### src/rtl/bm_pkg.sv
package bm_pkg;
  typedef enum logic [1:0] {
    BM_SPLIT  = 2'd0,
    BM_RWSTB  = 2'd1,
    BM_MUXAD  = 2'd2,
    BM_SERIAL = 2'd3
  } bm_mode_e;

  localparam int BM_NUM_MODES = 4;
  localparam int BM_CODE_W    = $clog2(BM_NUM_MODES);
endpackage

### src/rtl/bm_sync.sv
module bm_sync #(
  parameter int STAGES = 2,
  parameter int WIDTH  = 2
) (
  input  logic             clk,
  input  logic             rst,
  input  logic [WIDTH-1:0] din,
  output logic [WIDTH-1:0] dout
);
  logic [WIDTH-1:0] chain [STAGES];

  always_ff @(posedge clk) begin
    if (rst) chain[0] <= '0;
    else     chain[0] <= din;
  end

  for (genvar s = 1; s < STAGES; s++) begin : g_stage
    always_ff @(posedge clk) begin
      if (rst) chain[s] <= '0;
      else     chain[s] <= chain[s-1];
    end
  end

  assign dout = chain[STAGES-1];
endmodule

### src/rtl/bm_edge_lock.sv
module bm_edge_lock #(
  parameter int WARM = 3
) (
  input  logic clk,
  input  logic rst,
  input  logic strobe_s,
  input  logic strap_s,
  output logic locked_q,
  output logic serial_q,
  output logic lock_next,
  output logic serial_next
);
  localparam int CW = $clog2(WARM + 1);

  logic [CW-1:0] warm_cnt;
  logic          primed;
  logic          prev_strobe;
  logic          edge_seen;
  logic          take;

  assign primed    = (warm_cnt == CW'(WARM));
  assign edge_seen = primed & (strobe_s ^ prev_strobe);
  assign take      = edge_seen & ~locked_q;

  always_ff @(posedge clk) begin
    if (rst) begin
      warm_cnt    <= '0;
      prev_strobe <= 1'b0;
    end else begin
      prev_strobe <= strobe_s;
      if (!primed) warm_cnt <= warm_cnt + 1'b1;
    end
  end

  assign lock_next   = locked_q | take;
  assign serial_next = take ? strap_s : serial_q;

  always_ff @(posedge clk) begin
    if (rst) begin
      locked_q <= 1'b0;
      serial_q <= 1'b0;
    end else begin
      locked_q <= lock_next;
      serial_q <= serial_next;
    end
  end


  lock_on_edge_chk: assert property (@(posedge clk) disable iff (rst)
    take |=> locked_q);

  lock_sticky_chk: assert property (@(posedge clk) disable iff (rst)
    locked_q |=> locked_q);

  serial_hold_chk: assert property (@(posedge clk) disable iff (rst)
    locked_q |=> $stable(serial_q));
endmodule

### src/rtl/bm_mode_out.sv
module bm_mode_out
  import bm_pkg::*;
(
  input  logic                    clk,
  input  logic                    rst,
  input  logic                    lock_next,
  input  logic                    serial_next,
  input  logic                    level,
  output logic [BM_CODE_W-1:0]    mode_code,
  output logic [BM_NUM_MODES-1:0] mode_onehot
);
  bm_mode_e                code_d;
  logic [BM_NUM_MODES-1:0] onehot_d;

  always_comb begin
    if (lock_next) code_d = serial_next ? BM_SERIAL : BM_MUXAD;
    else           code_d = level ? BM_RWSTB : BM_SPLIT;
  end

  for (genvar m = 0; m < BM_NUM_MODES; m++) begin : g_hot
    assign onehot_d[m] = (code_d == bm_mode_e'(m));
  end

  always_ff @(posedge clk) begin
    if (rst) begin
      mode_code   <= BM_SPLIT;
      mode_onehot <= BM_NUM_MODES'(1);
    end else begin
      mode_code   <= code_d;
      mode_onehot <= onehot_d;
    end
  end


  onehot_single_chk: assert property (@(posedge clk) disable iff (rst)
    $countones(mode_onehot) == 1);

  onehot_index_chk: assert property (@(posedge clk) disable iff (rst)
    mode_onehot[mode_code]);
endmodule

### src/rtl/bus_mode_detect.sv
module bus_mode_detect
  import bm_pkg::*;
#(
  parameter int SYNC_STAGES = 2
) (
  input  logic                    clk,
  input  logic                    rst,
  input  logic                    strobe_pin,
  input  logic                    strap_pin,
  output logic [BM_CODE_W-1:0]    mode_code,
  output logic [BM_NUM_MODES-1:0] mode_onehot,
  output logic                    locked
);
  localparam int WARM = SYNC_STAGES + 1;

  logic [1:0] pins_s;
  logic       lock_next;
  logic       serial_next;
  logic       serial_q;

  bm_sync #(.STAGES(SYNC_STAGES), .WIDTH(2)) u_sync (
    .clk  (clk),
    .rst  (rst),
    .din  ({strap_pin, strobe_pin}),
    .dout (pins_s)
  );

  bm_edge_lock #(.WARM(WARM)) u_lock (
    .clk         (clk),
    .rst         (rst),
    .strobe_s    (pins_s[0]),
    .strap_s     (pins_s[1]),
    .locked_q    (locked),
    .serial_q    (serial_q),
    .lock_next   (lock_next),
    .serial_next (serial_next)
  );

  bm_mode_out u_out (
    .clk         (clk),
    .rst         (rst),
    .lock_next   (lock_next),
    .serial_next (serial_next),
    .level       (pins_s[0]),
    .mode_code   (mode_code),
    .mode_onehot (mode_onehot)
  );


  mode_hold_chk: assert property (@(posedge clk) disable iff (rst)
    locked |=> $stable(mode_code));

  locked_mode_chk: assert property (@(posedge clk) disable iff (rst)
    locked |-> mode_code[1]);

  unlocked_level_chk: assert property (@(posedge clk) disable iff (rst)
    !locked |-> !mode_code[1]);

  serial_code_chk: assert property (@(posedge clk) disable iff (rst)
    locked |-> (mode_code[0] == serial_q));
endmodule

### config.mk
export PLATFORM = sky130hd
export DESIGN_NAME = bus_mode_detect
export DESIGN_NICKNAME = d
export VERILOG_FILES = /design/src/rtl/bm_pkg.sv /design/src/rtl/bm_sync.sv /design/src/rtl/bm_edge_lock.sv /design/src/rtl/bm_mode_out.sv /design/src/rtl/bus_mode_detect.sv
export SDC_FILE = /design/constraint.sdc
export NUM_CORES = 1
export LEC_CHECK = 0
export ABC_AREA = 1
export BUFFER_PORTS_ARGS = -buffer_cell sky130_fd_sc_hd__buf_2
export CAP_MARGIN = 20
export CORE_AREA = 2 2 39 41
export DETAILED_ROUTE_END_ITERATION = 12
export DIE_AREA = 0 0 41 43
export GPL_ROUTABILITY_DRIVEN = 0
export MAX_ROUTING_LAYER = met4
export SYNTH_ARGS = -nofsm -noshare
export SYNTH_HDL_FRONTEND = slang
export SYNTH_HIERARCHICAL = 1
export SYNTH_SLANG_ARGS = --single-unit
### constraint.sdc
create_clock -name clk -period 1.1 [get_ports clk]
set_clock_uncertainty 0.05 [all_clocks]
set_input_delay 0.055 -clock clk [delete_from_list [all_inputs] [get_ports clk]]
set_output_delay 0.055 -clock clk [all_outputs]
set_load 0.02 [all_outputs]
# Word level (Yosys, flattened, before mapping)
# Memories as Yosys holds them, arrays and structs flattened.
# Index checks and enable logic that the tools add are counted.
[totals]
memories = 1
ff_bits = 11
elab_cells = 29
mem_bits_rw = 4
in_bits = 4
[mem_list]
columns = ["memory", "depth", "word_bits", "rd", "rd_ports_with_merged_regs", "wr", "line", "source"]
rows = [
  ["u_sync.chain", 2, 2, 2, 0, 2, "bm_sync.sv:10", "logic [WIDTH-1:0] chain [STAGES];"],
]
[op_classes]
eq_ne = 4
add_sub_neg = 1
muxes = 9
n_reduce_logical = 1
bitwise = 7
[op_table]
columns = ["operator", "n"]
rows = [
  ["2-bit == test, second input constant", 3],
  ["1-bit two-way mux", 6],
  ["2-bit two-way mux", 3],
  ["1-bit bitwise OR", 3],
  ["2-bit by 1-bit adder with 2-bit output, second input constant", 1],
  ["1-bit bitwise AND", 2],
  ["2-bit by 1-bit == test with 1-bit output, second input constant", 1],
  ["2-bit logical NOT", 1],
  ["1-bit inverter", 1],
  ["1-bit bitwise XOR", 1],
]

# Logic depth before layout (Yosys ltp)
# An unclocked memory read counts as a cell.
[depth]
ltp_word = 8
mapped_depth = 8

# Cells and area by module
# The synthesis kept the hierarchy.
[by_module_without_submodules]
columns = ["mod", "seq_area_each_um2", "area_per_inst_um2", "n_inst", "cells_per_inst"]
rows = [
  ["bm_edge_lock", 100.1, 222.7, 1, 31],
  ["bm_mode_out", 120.1, 165.2, 1, 17],
  ["bm_sync", 80.1, 110.1, 1, 12],
]

# Worst setup path before layout
# Ideal clock, no wire load.
[synth_timing]
path_kind = "register to register"
startpoint = "reg u_lock.warm_cnt[0]"
endpoint = "reg u_out.mode_code[0]"
setup_slack_ps = -98
n_path_buf = 0
setup_time_ps = 115
arrival_ps = 1033
required_ps = 935
stages_incl_launch_ff = 9
path_cell_list = "dfxtp_1 > ha_1 > nand2_1 > nor2_2 > nand3_1 > nand2_1 > inv_1 > nand3_1 > nand2_1"
[synth_between]
elab_chain_len = 6
[synth_lines]
columns = ["element", "line", "source"]
rows = [
  ["start: declaration", "bm_edge_lock.sv:15", "logic [CW-1:0] warm_cnt;"],
  ["start signal: assignment", "bm_edge_lock.sv:31", "if (!primed) warm_cnt <= warm_cnt + 1'b1;"],
  ["2-bit == test", "bm_edge_lock.sv:21", "assign primed = (warm_cnt == CW'(WARM));"],
  ["1-bit bitwise AND", "bm_edge_lock.sv:22", "assign edge_seen = primed & (strobe_s ^ prev_strobe);"],
  ["1-bit bitwise AND", "bm_edge_lock.sv:23", "assign take = edge_seen & ~locked_q;"],
  ["1-bit two-way mux", "bm_edge_lock.sv:36", "assign serial_next = take ? strap_s : serial_q;"],
  ["named net serial_next", "bus_mode_detect.sv:18", "logic serial_next;"],
  ["1-bit two-way mux", "bm_mode_out.sv:16", "if (lock_next) code_d = serial_next ? BM_SERIAL : BM_MUXAD;"],
  ["2-bit two-way mux", "bm_mode_out.sv:16", ""],
  ["end signal: assignment", "bm_mode_out.sv:29", "mode_code <= code_d;"],
  ["end: declaration", "bm_mode_out.sv:9", "output logic [BM_CODE_W-1:0] mode_code,"],
]
# The timed path passes the listed nets, and every way through them passes these cells.
# A chain may end at the register's enable or synchronous reset.

# Final worst setup path
[layout_timing]
startpoint = "reg u_lock.warm_cnt[1]"
endpoint = "reg u_out.mode_code[0]"
# Same word-level chain as after synthesis.

==> flow_summary.toml <==
[sta]
hold_viol = 0
period_share_pct = 104
setup_slack_ps = -42.7
rsz0062_at_grt = "true"
setup_viol = 3
tightest_slew_ps = 198
fin_setup_tns_ps = -90.2
slew_headroom_pct = 86.7
maxSlewViolCount = 0
max_freq_ghz = 0.875
finalCriticalPeriod_ps = 1140

[layout]
mostFrequentLayoutCells = "15 x inv_1, 12 x dfxtp_1, 10 x buf_2, 10 x nor2_1"
finish.utilization_pct = 51.1
area_growth_pct = 42.0
num-nets-final = 87
final_common_cell = "inv_1"
antenna_cells = 0
layout-drive-gt1-share_pct = 39.5
fill_cells = 132

[worst_setup_path]
critPathMaxStageDelay_ps = 360
path_common_cell = "nand3_2"
worstSetupStartpointType = "flop"
cp_slowest_cell = "dfxtp_2"
worstSetupEndpointType = "flop"
critPathKind = "reg2reg"
crit_start = "u_lock/warm_cnt[1]"
critical_path_arrival_ps = 1270
required_ps = 1230
crit_chain = "ha_4 -> nand2_4 -> nor2_4 -> nand3_2 -> nand2_2 -> inv_2 -> nand3_2 -> nand2_1"
reg2reg_to = "u_out/mode_code[0]"
crit_fanout = 2
ff2ff_path_depth = 8
reg2reg_from = "u_lock/warm_cnt[1]"
reg2reg_slack_ps = -40

[die]
initial_utilization_pct = 36.0
die_area_mm2 = 0.00176
rows = 14
die_h_um = 43
die_w_um = 41
coreArea_mm2 = 0.00138
ioPinCount = 11

[min_path]
hold-path-cell-count = 2
hold_path.class = "in2reg"
min_to = "u_sync/chain[1][0]"
worstHoldStart = "rst"

[power_and_ir_drop]
p_int_mw = 0.828
power.switching_mw = 0.275
pwr-share-clk_pct = 27.1
seqPwrFrac_pct = 55.8
p_per_area_mw_per_mm2 = 1560
p_sw_share_pct = 24.9
ir_worst_vdd_uv = 1080
combPwrFrac_pct = 17.2
p_leak_nw = 0.361

[global_routing]
grt_pass1_wl_mm = 1.35
grt_pass1_vias = 337
antenna_found_initial = 0
grt.total_usage_pct = 12.8
grt_max_degree = 11
grt_overflow = 0

[place]
place_hpwl_um = 540
io_buffer_count = 10
place_ws_ps = -67.4

[routing]
wl_um = 771
routed-via-count = 402
wl_per_cell_um = 7.95
drt_pass1_iterations = 2
viasPerCell = 4.14
drc = 0
ant_nets = 0
drtIter0Drc = 2

[cts]
clk_path_buf_depth = 2
htreeDepth = 1
clk_latency_ps = 280
cts_tree = "built"
numCtsBuffers = 3
clk_pin_slew_ps = 80
cts_sinks = 15
cts_root_buf = "clkbuf_4"

[synthesis]
syn-num-nets = 65
synth.distinct_cells = 12
syn_area_um2 = 498
synth_area_leaders = "dfxtp_1 60%, inv_1 13%, nor2_1 7.5%"
synth_warnings = 6
netlist_instances = 60
ys_ff_latch = 15
syn-mean-instance-area_um2 = 8.30
synth_top_cell_area_share_pct = 60.3
yosys.area.top_type = "dfxtp_1"
ys_seq_area_share_pct = 60.3

[status]
violations = "setup timing"
outcome = "finished, violations left"

[job]
maxCapViolCount = 0
[registers in the layout, indices dropped and copies added, names as in the netlist]
signal and count:
u_sync/chain 4, u_out/mode_code 2, u_out/mode_onehot 4, u_lock/locked_q 1, u_lock/serial_q 1, u_lock/warm_cnt 2
u_lock/prev_strobe 1
[logic make-up after synthesis]
family | after synthesis | share of synthesized area, %
flip-flops | 15 | 60.3
AND/OR/NAND/NOR | 23 | 19.1
adder cells (fa/ha/maj) | 1 | 2.51
AO/OA/AOI/OAI | 3 | 3.52
XOR/XNOR | 1 | 1.76
buffers and inverters | 17 | 12.8
[power by group through the flow]
stage | clock network, mW | registers [mW] | logic, mW
floorplan | 0 | 0.635 | 0.0881
global placement | 0 | 0.626 | 0.149
detailed placement | 0 | 0.628 | 0.158
CTS | 0.317 | 0.614 | 0.184
global route | 0.346 | 0.622 | 0.220
finish | 0.298 | 0.615 | 0.189
[metrics by stage]
stage | area [um^2] | total power, mW | std cells | hold slack [ps]
global route | 707 | 1.19 | 97 | 12.5
detailed placement | 613 | 0.786 | 90 | 215
finish | 707 | 1.10 | 97 | 7.84
global placement | 613 | 0.775 | 90 | 211
CTS | 692 | 1.12 | 97 | 8.07
floorplan | 513 | 0.723 | 60 | 70.0
[cells in the mapped netlist]
master / instances
nand4_1: 1
nor2_2: 1
xor2_1: 1
nand2_1: 8
ha_1: 1
nand3_1: 3
inv_1: 17
a211oi_1: 1
dfxtp_1: 15
nor2_1: 10
o21ai_0: 1
a21oi_1: 1
[cell type report]
type | count | area (um^2) | share of cell area, %
clock buffers | 4 | 26.3 | 3.72
multi-input cells | 28 | 181 | 25.7
repair buffers | 17 | 111 | 15.8
well taps | 16 | 20.0 | 2.83
flip-flops and latches | 15 | 304 | 43.0
inverters | 17 | 63.8 | 9.03
[critical path, delay by kind of cell (launching register included)]
family	cells	cell delay [ps]
buffers and inverters	1	40
DFF	1	360
adders and majority gates	1	160
and+or+nand+nor	6	430
[layer usage]
layer,vias to the layer above,global-route usage (%),share of wire (%)
met5,-,-,0
met3,5,9.42,8.2
met4,0,8.00,3.0
li1,215,-,-
met2,13,16.9,47
met1,169,13.0,42
[repair_timing]
action                                  4_1_cts  5_1_grt
endpoints found under the setup margin        5       10
hold endpoints to repair                      2        0
gates resized for setup                       8        5
pin swaps                                     9        5
hold buffers                                  2        0
buffers inserted                              1        0
[worst max path at each step]
stage / end / depth (start not counted)
finish: u_out/mode_code[0] / 8
detailed placement: u_out/mode_code[0] / 8
global route: u_out/mode_code[0] / 8
floorplan: u_out/mode_code[0] / 8
global placement: u_out/mode_code[0] / 8
CTS: u_out/mode_code[0] / 8
(Power assumes the default switching activity.)
